File: src/rtl/zstr_pkg.sv
package zstr_pkg;

  localparam int unsigned BYTE_W = 8;
  localparam int unsigned RES_W  = 32;

  typedef enum logic [1:0] {
    ST_IDLE = 2'd0,
    ST_SCAN = 2'd1,
    ST_HOLD = 2'd2
  } scan_state_e;

  // A lane stops the scan on a mismatch or on the string-1 terminator.
  function automatic logic lane_stop(input logic [BYTE_W-1:0] x,
                                     input logic [BYTE_W-1:0] y);
    return (x != y) || (x == '0);
  endfunction

  // Ordering value: both bytes widened without sign, then subtracted.
  function automatic logic [RES_W-1:0] order_diff(input logic [BYTE_W-1:0] x,
                                                  input logic [BYTE_W-1:0] y);
    logic [RES_W-1:0] wx;
    logic [RES_W-1:0] wy;
    wx = RES_W'(x);
    wy = RES_W'(y);
    return wx - wy;
  endfunction

endpackage

File: src/rtl/zstr_lane_cmp.sv
module zstr_lane_cmp #(
  parameter int unsigned LANES = 16
) (
  input  logic [LANES*zstr_pkg::BYTE_W-1:0] slice_a,
  input  logic [LANES*zstr_pkg::BYTE_W-1:0] slice_b,
  output logic [LANES-1:0]                  lane_flag
);
  localparam int unsigned BW = zstr_pkg::BYTE_W;

  for (genvar g = 0; g < LANES; g++) begin : g_lane
    assign lane_flag[g] = zstr_pkg::lane_stop(slice_a[g*BW +: BW], slice_b[g*BW +: BW]);
  end

endmodule

File: src/rtl/zstr_first_find.sv
module zstr_first_find #(
  parameter int unsigned LANES = 16,
  localparam int unsigned IDX_W = (LANES > 1) ? $clog2(LANES) : 1
) (
  input  logic [LANES-1:0] lane_flag,
  output logic             hit_any,
  output logic [IDX_W-1:0] hit_lane
);

  // Walk from the top so the lowest flagged lane is written last.
  always_comb begin
    hit_any  = 1'b0;
    hit_lane = '0;
    for (int i = LANES - 1; i >= 0; i--) begin
      if (lane_flag[i]) begin
        hit_any  = 1'b1;
        hit_lane = IDX_W'(i);
      end
    end
  end

endmodule

File: src/rtl/zstr_ctrl.sv
module zstr_ctrl #(
  parameter int unsigned LANES = 16,
  parameter int unsigned OFF_W = 32
) (
  input  logic             clk,
  input  logic             rst_n,
  input  logic             start,
  input  logic             chunk_valid,
  input  logic             hit_any,
  output logic             chunk_ready,
  output logic             accept,
  output logic             finish,
  output logic [OFF_W-1:0] chunk_base
);
  import zstr_pkg::*;

  localparam logic [OFF_W-1:0] STEP = OFF_W'(LANES);

  scan_state_e state_q;

  assign chunk_ready = (state_q == ST_SCAN);
  assign accept      = chunk_valid && chunk_ready;
  assign finish      = accept && hit_any;

  always_ff @(posedge clk) begin
    if (!rst_n) begin
      state_q    <= ST_IDLE;
      chunk_base <= '0;
    end else if (start) begin
      state_q    <= ST_SCAN;
      chunk_base <= '0;
    end else if (finish) begin
      state_q    <= ST_HOLD;
    end else if (accept) begin
      chunk_base <= chunk_base + STEP;
    end
  end

endmodule

File: src/rtl/zstr_compare.sv
module zstr_compare #(
  parameter int unsigned LANES = 16,
  parameter int unsigned OFF_W = 32,
  localparam int unsigned BW     = zstr_pkg::BYTE_W,
  localparam int unsigned DATA_W = LANES * BW,
  localparam int unsigned IDX_W  = (LANES > 1) ? $clog2(LANES) : 1,
  localparam int unsigned RES_W  = zstr_pkg::RES_W
) (
  input  logic              clk,
  input  logic              rst_n,
  input  logic              start,
  input  logic              chunk_valid,
  output logic              chunk_ready,
  input  logic [DATA_W-1:0] str_a,
  input  logic [DATA_W-1:0] str_b,
  output logic              done,
  output logic [RES_W-1:0]  result,
  output logic [OFF_W-1:0]  offset
);

  logic [LANES-1:0] lane_flag;
  logic             hit_any;
  logic [IDX_W-1:0] hit_lane;
  logic             accept;
  logic             finish;
  logic [OFF_W-1:0] chunk_base;
  logic [BW-1:0]    pick_a;
  logic [BW-1:0]    pick_b;

  zstr_lane_cmp #(.LANES(LANES)) lane_cmp_i (
    .slice_a  (str_a),
    .slice_b  (str_b),
    .lane_flag(lane_flag)
  );

  zstr_first_find #(.LANES(LANES)) first_find_i (
    .lane_flag(lane_flag),
    .hit_any  (hit_any),
    .hit_lane (hit_lane)
  );

  zstr_ctrl #(.LANES(LANES), .OFF_W(OFF_W)) ctrl_i (
    .clk        (clk),
    .rst_n      (rst_n),
    .start      (start),
    .chunk_valid(chunk_valid),
    .hit_any    (hit_any),
    .chunk_ready(chunk_ready),
    .accept     (accept),
    .finish     (finish),
    .chunk_base (chunk_base)
  );

  assign pick_a = str_a[int'(hit_lane)*BW +: BW];
  assign pick_b = str_b[int'(hit_lane)*BW +: BW];

  always_ff @(posedge clk) begin
    if (!rst_n) begin
      done   <= 1'b0;
      result <= '0;
      offset <= '0;
    end else begin
      done <= finish;
      if (finish) begin
        result <= zstr_pkg::order_diff(pick_a, pick_b);
        offset <= chunk_base + OFF_W'(hit_lane);
      end
    end
  end

endmodule

File: config.mk
export PLATFORM = sky130hd
export DESIGN_NAME = zstr_compare
export DESIGN_NICKNAME = d
export VERILOG_FILES = /design/src/rtl/zstr_pkg.sv /design/src/rtl/zstr_lane_cmp.sv /design/src/rtl/zstr_first_find.sv /design/src/rtl/zstr_ctrl.sv /design/src/rtl/zstr_compare.sv
export SDC_FILE = /design/constraint.sdc
export NUM_CORES = 1
export LEC_CHECK = 0
export BUFFER_PORTS_ARGS = -buffer_cell sky130_fd_sc_hd__buf_2
export CAP_MARGIN = 20
export CORE_ASPECT_RATIO = 0.9
export CORE_MARGIN = 3
export CORE_UTILIZATION = 40
export DETAILED_ROUTE_END_ITERATION = 12
export HOLD_SLACK_MARGIN = 0.1
export PLACE_DENSITY = 0.68
export RECOVER_POWER = 25
export REMOVE_ABC_BUFFERS = 1
export SYNTH_ARGS = -nofsm -noshare
export SYNTH_HDL_FRONTEND = slang
export SYNTH_HIERARCHICAL = 1
export SYNTH_SLANG_ARGS = --single-unit
File: constraint.sdc
create_clock -name clk -period 8.8 [get_ports clk]
set_input_delay 2.64 -clock clk [delete_from_list [all_inputs] [get_ports clk]]
set_output_delay 2.64 -clock clk [all_outputs]
set_load 0.02 [all_outputs]
Word level (Yosys, flattened, before mapping)
Cells that the tools add are included.

storage, ports and cells
  register bits after elaboration = 99
  input port bits = 260
  output and inout port bits = 66
  word-level logic and storage cells = 101

operators by class
  $add $sub $neg = 3
  equal/unequal tests = 17
  shift-type cells = 2
  muxes and demuxes = 34
  bitwise operators = 2
  reduce and logical (&&, ||, !) cells = 37

operators with widths
  kind                                                              number
  128-bit by 8-bit variable part select with 8-bit output           2
  8-bit zero test                                                   16
  8-bit != test                                                     16
  4-bit 2-to-1 mux                                                  16
  32-bit by 4-bit adder with 32-bit output                          1
  32-bit by 5-bit adder with 32-bit output (second input constant)  1
  1-bit 2-to-1 mux                                                  18
  1-bit logical OR                                                  16
  8-bit by 8-bit subtractor with 9-bit output                       1
  2-bit by 1-bit == test with 1-bit output (second input constant)  1
  1-bit logical AND                                                 2
  1-bit inverter                                                    2
  2-bit AND reduction                                               1
  2-bit nonzero test                                                1
  2-bit OR reduction                                                1

Longest topological paths before layout
Gate-level depths: netlist (run 1).

  depth in word-level cells = 21
  mapped depth = 20
  mapped depth without buffers = 18

By module
The synthesis (run 1) kept the hierarchy.

by module, submodules not included
  module           times used  cells each  area an instance (µm²)  sequential area each (µm²)
  zstr_compare     1           416         4,509.3                 840.8
  zstr_lane_cmp    1           212         1,727.9                 0.0
  zstr_ctrl        1           174         1,501.4                 600.6
  zstr_first_find  1           33          178.9                   0.0

Worst setup path before layout (run 1)
OpenSTA, ideal clock, no wires.

  path kind = input to register
  from = input str_b[84]
  to = register result[6]
  setup time = 0.062 ns
  data arrival time = 6.797 ns
  required time = 8.738 ns
  slack = 1.941 ns
  stages = 18
  cells stage by stage = xor2_1 -> nor4_2 -> nand4_1 -> o311a_2 -> o22ai_1 -> buf_2 -> buf_2 -> mux4_2 -> mux4_2 -> inv_1 -> ha_1 -> inv_1 -> fa_1 -> a21oi_1 -> nor2b_1 -> o31ai_1 -> mux2_2 -> nand3_1

between the ends
  cells in the longest elaborated chain, start to end = 15
  elaborated cells on any way between the ends = 28
  those cells by class = 1 x add/sub; 1 x eq/ne; 2 x shift; 22 x mux; 2 x reduce/logical

RTL lines
  element                                                                     RTL line                                RTL
  start: declaration                                                          zstr_compare.sv:15                      input logic [DATA_W-1:0] str_b,
  8-bit != test *                                                             zstr_pkg.sv:15                          return (x != y) || (x == '0);
  1-bit logical OR *                                                          zstr_pkg.sv:15
  via lane_flag[10]                                                           zstr_compare.sv:21                      logic [LANES-1:0] lane_flag;
  4-bit 2-to-1 mux * (11 in series)                                           zstr_first_find.sv:15                   if (lane_flag[i]) begin
  via hit_lane[0]                                                             zstr_compare.sv:23                      logic [IDX_W-1:0] hit_lane;
  128-bit by 8-bit variable part select with 8-bit output (on tied branches)  zstr_compare.sv:54, zstr_compare.sv:55
  8-bit by 8-bit subtractor with 9-bit output *                               zstr_pkg.sv:25                          return wx - wy;
  end signal: assignment                                                      zstr_compare.sv:65                      result <= zstr_pkg::order_diff(pick_a, pick_b);
  end: declaration                                                            zstr_compare.sv:17                      output logic [RES_W-1:0] result,

Mark *: on every way through the listed nets, which the timed path passes. The rest lies on a longest branch.
A chain may end at the register's enable or synchronous reset.

Worst setup path in the final report (run 1)
  from = input str_a[117]
  to = register result[5]

between the ends
  cells in the longest elaborated chain, start to end = 19
  elaborated cells on any way between the ends = 37
  those cells by class = 1 x add/sub; 1 x eq/ne; 2 x shift; 30 x mux; 3 x reduce/logical

RTL lines
  element                                                                     RTL line                                RTL
  start: declaration                                                          zstr_compare.sv:14                      input logic [DATA_W-1:0] str_a,
  8-bit != test or 8-bit zero test (tied branches)                            zstr_pkg.sv:15
  1-bit logical OR *                                                          zstr_pkg.sv:15
  via lane_flag[14]                                                           zstr_compare.sv:21
  4-bit 2-to-1 mux * (15 in series)                                           zstr_first_find.sv:15
  via hit_lane[1]                                                             zstr_compare.sv:23
  128-bit by 8-bit variable part select with 8-bit output (on tied branches)  zstr_compare.sv:54, zstr_compare.sv:55
  8-bit by 8-bit subtractor with 9-bit output *                               zstr_pkg.sv:25

Marked as above.

==> results.sh, run 1 <==
export IMPL_status="complete, no violations"
export IMPL_r2r_start="ctrl_i/state_q[1]"
export IMPL_multi_input_area_um2=6040
export IMPL_place_gp_congestion=1.05
export IMPL_r2r_slack_ps=6280
export IMPL_irDropWorstVdd_uv=86.7
export IMPL_grt_pass1_wl_mm=48.1
export IMPL_p_per_area_nw_per_um2=104
export IMPL_postCtsSetupBuffers=0
export IMPL_start_util_pct=41.1
export IMPL_use_met3_pct=9.83
export IMPL_synthMuxAreaShare_pct=24.2
export IMPL_rr_worst_depth=4
export IMPL_vias=8281
export IMPL_route_antenna_remaining_nets=0
export IMPL_num_fill_cells=1826
export IMPL_core_rowCount=48
export IMPL_io_pins=326
export IMPL_timing_rr_end="ctrl_i/chunk_base[23]"
export IMPL_required_ps=9070
export IMPL_instances_no_fill=1373
export IMPL_swShare_pct=31.1
export IMPL_slew_violations=0
export IMPL_grt_pass1_vias=8123
export IMPL_dieWidth_um=154
export IMPL_use_met1_pct=38.0
export IMPL_rsz0062_at_grt="no"
export IMPL_tritoncts="yes"
export IMPL_gr_total_overflow=0
export IMPL_clk_pin_slew_ps=60
export IMPL_p_int_mw=0.710
export IMPL_ys_warn_count=6
export IMPL_synthSimpleGateAreaFrac_pct=20.8
export IMPL_avgViaCountPerCell=6.03
export IMPL_cts_buffers_inserted=9
export IMPL_maxClockFrequency_ghz=0.136
export IMPL_htree_levels=3
export IMPL_grt_busiest_layer="met2"
export IMPL_cp_arrival_ps=7630
export IMPL_synth_fa_ha_area_share_pct=2.56
export IMPL_wire_per_inst_um=23.4
export IMPL_crit_path_start_kind="input port"
export IMPL_maxCapViolations=0
export IMPL_grtUsageMet2_pct=45.0
export IMPL_die_area_um2=21500
export IMPL_cts_hold_buf=0
export IMPL_track_usage_pct=28.9
export IMPL_hold_viol=0
export IMPL_worst_slew_pin_slew_ps=1060
export IMPL_cts_resized=0
export IMPL_worstSkewPairLatency_ps=330
export IMPL_area_delta_synth_final_pct=24.7
export IMPL_synth_compound_area_share_pct=10.4
export IMPL_drt_iter0_markers=565
export IMPL_hpwl_mm=27.5
export IMPL_syn_area_um2=7920
export IMPL_synth_xor_area_share_pct=17.7
export IMPL_ys_ff_latch=72
export IMPL_setup_violations=0
export IMPL_end_kind="flop"
export IMPL_crit_chain="buf_2 > nor4_1 > a211oi_1 > nand4_1 > nor2_1 > nor3_1 > o31ai_1 > a31oi_4 > buf_4 > mux4_2 > mux4_2 > inv_1 > ha_1 > nor2b_1 > o21ai_0 > a21oi_1 > or4_1 > nand4_1"
export IMPL_die_h_um=139
export IMPL_final_layout_size_suffix_gt1_share_pct=38.1
export IMPL_finalWirelength_mm=32.1
export IMPL_synth_top_family_by_area="multiplexers"
export IMPL_p_leak_nw=3.76
export IMPL_drc=0
export IMPL_crit_type="input port to flop"
export IMPL_synthesis_area_per_instance_um2=9.48
export IMPL_cts_sinks=72
export IMPL_combinationalPowerShare_pct=29.9
export IMPL_cts_buffer_depth=2
export IMPL_synth_seq_area_share_pct=18.2
export IMPL_critPathMaxStageDelay_ps=800
export IMPL_worstPathMaxFanout=26
export IMPL_yosys_cell_types_count=52
export IMPL_syn_inst=835
export IMPL_final_seq_area_um2=1440
export IMPL_p_clk_share_pct=36.7
export IMPL_antenna_found_initial=7
export IMPL_dr_pass1_iters=4
export IMPL_p_sw_mw=0.321
export IMPL_grt_max_degree=72
export IMPL_pwr_share_seq_pct=33.4
export IMPL_dpl_cell_count=1350
export IMPL_fin_nets=1386
export IMPL_fin_crit_sh_pct=83.6
export IMPL_core_um2=19300
export IMPL_crit_slowest_cell="a31oi_4"
export IMPL_cts_root_buffer="clkbuf_16"
export IMPL_min_path_type="flop to flop"
export IMPL_slew_headroom_pct=29.5
export IMPL_clock_skew_ps=6.02
export IMPL_endpoint="result[5]"
export IMPL_worst_hold_slack_ps=480
export IMPL_crit_start="str_a[117]"
export IMPL_port_buffers=325
export IMPL_post_route_min_period_ps=7360
[area by class of cell]
cell class | instances | area share [%]
sequential | 72 | 14.6
multi-input combinational | 674 | 61.2
clock buffer | 12 | 2.70
tap | 250 | 3.17
timing repair buffer | 335 | 16.9
clock inverter | 4 | 0.520
antenna | 7 | 0.177
inverter | 19 | 0.722
[critical path: cells and delay by family]
| kind | cells | cell delay [ps] |
|---|---|---|
| compound gates | 5 | 1470 |
| fa+ha+maj | 1 | 230 |
| buf+inv | 3 | 720 |
| mux | 2 | 930 |
| simple gates | 7 | 1610 |
[worst min-delay path by stage]
stage / start / to / cells after the start
CTS: offset[2] / offset[2] / 2
detailed placement: offset[2] / offset[2] / 2
finish: ctrl_i/chunk_base[31] / ctrl_i/chunk_base[31] / 2
global route: offset[2] / offset[2] / 2
global placement: ctrl_i/chunk_base[31] / ctrl_i/chunk_base[31] / 2
floorplan: ctrl_i/chunk_base[31] / ctrl_i/chunk_base[31] / 2
[placed cells by master, fill, tap and decap left out, drive strengths merged, types with 4 or more instances in the layout]
cell type,instances
and3,9
xnor2,32
dfxtp,72
nor2,37
conb,4
mux2i,9
o21ai,38
nand2,37
nand2b,4
buf,301
a211oi,20
clkbuf,46
or3,12
inv,19
nand3,34
o31ai,15
and4,9
or4,15
nand4,35
nor2b,6
a21oi,44
ha,13
diode,7
xor2,128
mux4,80
a31oi,6
nor4,56
and2,4
[registers in the layout (all words and copies together) (netlist names)]
name / count
offset: 32
result: 9
done: 1
ctrl_i/state_q: 2
ctrl_i/chunk_base: 28
[through the flow]
stage	worst slack (ps)	util [%]	power [mW]	area [µm²]	TNS [ps]
after detailed placement	1190	49.7	0.656	9580	0
after floorplan	-2870	-	0.498	7510	-23440
after CTS	1530	51.3	1.04	9900	0
after global placement	1200	49.7	0.656	9580	0
final	1440	51.2	1.03	9870	0
after global routing	1240	51.2	1.08	9870	0
[cells by family (layout without fill, tap and decap cells)]
logic type / after synthesis / in the layout
AND/OR/NAND/NOR: 268 / 268
other: 1 / 11
multiplexers: 91 / 91
XOR/XNOR: 160 / 160
adder cells (fa/ha/maj): 15 / 15
flip-flops: 72 / 72
buffers and inverters: 92 / 370
AO/OA/AOI/OAI: 136 / 136
[power by group through the flow]
| stage | combinational (mW) | clock (mW) | sequential, mW |
|---|---|---|---|
| 6_report | 0.308 | 0.379 | 0.345 |
| 5_1_grt | 0.330 | 0.403 | 0.346 |
| 4_1_cts | 0.306 | 0.389 | 0.344 |
| 3_5_place_dp | 0.305 | 0 | 0.352 |
| 3_3_place_gp | 0.305 | 0 | 0.351 |
| 2_1_floorplan | 0.123 | 0 | 0.375 |
[Yosys cell counts (all sizes together)]
library cell    n  share of area (%)
o21bai          1               0.14
nor3b           1              0.095
mux2i           9                1.1
nor4           56                5.6
dfxtp          72                 18
o311a           1               0.14
conb            1              0.047
nor2b           6               0.47
a21oi          44                2.8
inv            19               0.90
o21ai          38                2.4
and3b           1               0.11
o211ai          2               0.19
xnor2          32                3.5
a211oi         20                1.9
or4            15                1.4
and3            9               0.71
and4            9                1.0
nand2          37                1.8
ha             13                2.1
clkbuf         25                1.2
or3            12               0.95
nand4b          3               0.33
a311oi          3               0.33
mux4           80                 23
and4bb          1               0.16
o22ai           1              0.079
nand2b          4               0.32
nor3            3               0.19
and2            4               0.32
o2111ai         1               0.11
a31oi           6               0.47
nor2           37                1.8
buf            48                4.0
nand3          34                2.2
mux2            2               0.28
o31ai          15                1.4
a21o            1              0.095
xor2          128                 14
nand4          35                3.2
fa              2               0.51
nor4b           1               0.11
o21a            3               0.28
[per-layer routing]
layer	part of all wire, %	vias up
met3	11	64
li1	-	3765
met4	3.1	0
met5	0	-
met2	45	495
met1	41	3957
No activity file was read; power rests on OpenSTA's default activity.
==> inputs of run 2 (changes only) <==
- PLACE_DENSITY: 0.68 -> 0.71
- clock period: 8.8 -> 6.2 ns (I/O delays scaled with it)
==> run 2 against run 1 <==
Effect of this change:
- wire length is 2.9% higher
- non-clock buffer count increased by 46
- global-route usage increased by 1.0 points
- sequential power rose by 42%
- first-iteration DRC count grew 8.8%
- count of clock-buffer cells in the layout down 1
- clock power increased by 47%
- final area up 3.9%
- combinational power increased by 48%
==> results.sh, run 2 (synthesis results as in run 1) <==
export IMPL_status="complete, no violations"
export IMPL_track_usage_pct=29.9
export IMPL_tritoncts="yes"
export IMPL_p_leak_nw=4.00
export IMPL_die_area_um2=21500
export IMPL_io_pins=326
export IMPL_final_seq_area_um2=1440
export IMPL_multi_input_area_um2=6040
export IMPL_port_buffers=325
export IMPL_wire_per_inst_um=23.3
export IMPL_gr_total_overflow=0
export IMPL_num_fill_cells=1846
export IMPL_antenna_found_initial=9
export IMPL_core_rowCount=48
export IMPL_final_layout_size_suffix_gt1_share_pct=40.4
export IMPL_dr_pass1_iters=5
export IMPL_maxCapViolations=0
export IMPL_die_h_um=139
export IMPL_cts_root_buffer="clkbuf_16"
export IMPL_area_delta_synth_final_pct=29.6
export IMPL_worstPathMaxFanout=21
export IMPL_drc=0
export IMPL_fin_crit_sh_pct=96.0
export IMPL_instances_no_fill=1419
export IMPL_clock_skew_ps=6.04
export IMPL_fin_util_pct=53.2
export IMPL_grt_pass1_wl_mm=50.0
export IMPL_irDropWorstVdd_uv=123
export IMPL_route_antenna_remaining_nets=0
export IMPL_grt_pass1_vias=8500
export IMPL_vias=8546
export IMPL_setup_violations=0
export IMPL_min_path_type="flop to flop"
export IMPL_p_per_area_nw_per_um2=146
export IMPL_cts_resized=0
export IMPL_top_regs="offset x32, ctrl_i/chunk_base x28, result x9"
export IMPL_cts_sinks=72
export IMPL_dpl_cell_count=1396
export IMPL_avgViaCountPerCell=6.02
export IMPL_cp_arrival_ps=6220
export IMPL_hpwl_mm=28.3
export IMPL_drt_iter0_markers=615
export IMPL_maxClockFrequency_ghz=0.168
export IMPL_postCtsSetupBuffers=0
export IMPL_crit_type="input port to flop"
export IMPL_cts_buffers_inserted=9
export IMPL_final_cell_mix="buf_2, xor2_1, mux4_2"
export IMPL_fin_nets=1432
export IMPL_core_um2=19300
export IMPL_dieWidth_um=154
export IMPL_cts_buffer_depth=2
export IMPL_slew_violations=0
export IMPL_grt_max_degree=39
export IMPL_largest_reg_flops=32
export IMPL_start_util_pct=41.1
export IMPL_cts_hold_buf=0
export IMPL_required_ps=6470
export IMPL_rsz0062_at_grt="no"
export IMPL_slew_headroom_pct=29.1
export IMPL_finalWirelength_mm=33.0
export IMPL_place_gp_congestion=1.05
export IMPL_setup_slack_ps=247
export IMPL_hold_viol=0
export IMPL_pre_cts_ws_ps=-23.6
export IMPL_regMostFlops="offset"
export IMPL_clk_pin_slew_ps=60
export IMPL_htree_levels=3
export IMPL_crit_path_start_kind="input port"
export IMPL_post_route_min_period_ps=5950
export IMPL_worstSkewPairLatency_ps=330
export IMPL_worst_slew_pin_slew_ps=1060
export IMPL_layout_commonest_cell="buf_2"
export IMPL_end_kind="flop"
[run 2: cell count changes in the layout (fill, tap and decap cells not counted)]
cell and delta:
bufinv_16 +1, clkinv_4 -1, clkbuf_8 -2, buf_4 +43, buf_12 +3, clkbuf_1 +1
clkinvlp_4 +1
[run 2: layer usage]
metal | global-route usage (%) | wire length [µm] | up-vias
met2 | 48.2 | 15300 | 468
met4 | 9.06 | 1050 | 4
li1 | - | - | 3849
met5 | 0 | 26 | -
met3 | 7.62 | 3230 | 75
met1 | 39.6 | 13400 | 4150
[run 2: power by group]
group | internal, mW | switching, mW
Clock | 0.362 | 0.195
Sequential | 0.479 | 0.0108
Combinational | 0.197 | 0.258
[run 2: final timing paths]
kind                          start    endpoint  slack [ps]  depth (start not counted)
setup reg to reg  ctrl_i/state_q[1]   result[7]        3900                          7
hold / removal           offset[19]  offset[19]         480                          2
setup / recovery          str_b[44]   result[5]         250                         17
hold reg to reg          offset[19]  offset[19]         480                          2
[run 2: area by class of cell]
type	instances	share of cell area, %
antenna	7	0.171
tap	250	3.05
timing repair buffer	381	20.0
sequential	72	14.0
clock buffer	11	2.37
clock inverter	5	0.780
multi-input combinational	674	58.9
inverter	19	0.695
[run 2: critical path, cell delays in order]
cell and delay, ps:
buf_2 120, xor2_1 160, nor4_2 480, nand4_1 230, buf_4 190, o21ai_0 160
nand2_1 110, a31oi_4 380, buf_12 230, mux4_2 360, mux4_2 540, ha_1 300
nor2b_1 120, o21ai_0 230, a21oi_1 140, or4_1 500, nand4_1 80
[run 2: stage by stage]
| stage | TNS (ps) | hold slack, ps | total power, mW | instance area [µm²] |
|---|---|---|---|---|
| after floorplan | -42170 | 448 | 0.706 | 7510 |
| after global placement | 0 | 467 | 0.948 | 9960 |
| after detailed placement | -44.8 | 475 | 0.950 | 9960 |
| after CTS | 0 | 486 | 1.51 | 10300 |
| after global routing | 0 | 501 | 1.57 | 10300 |
| final | 0 | 483 | 1.50 | 10300 |
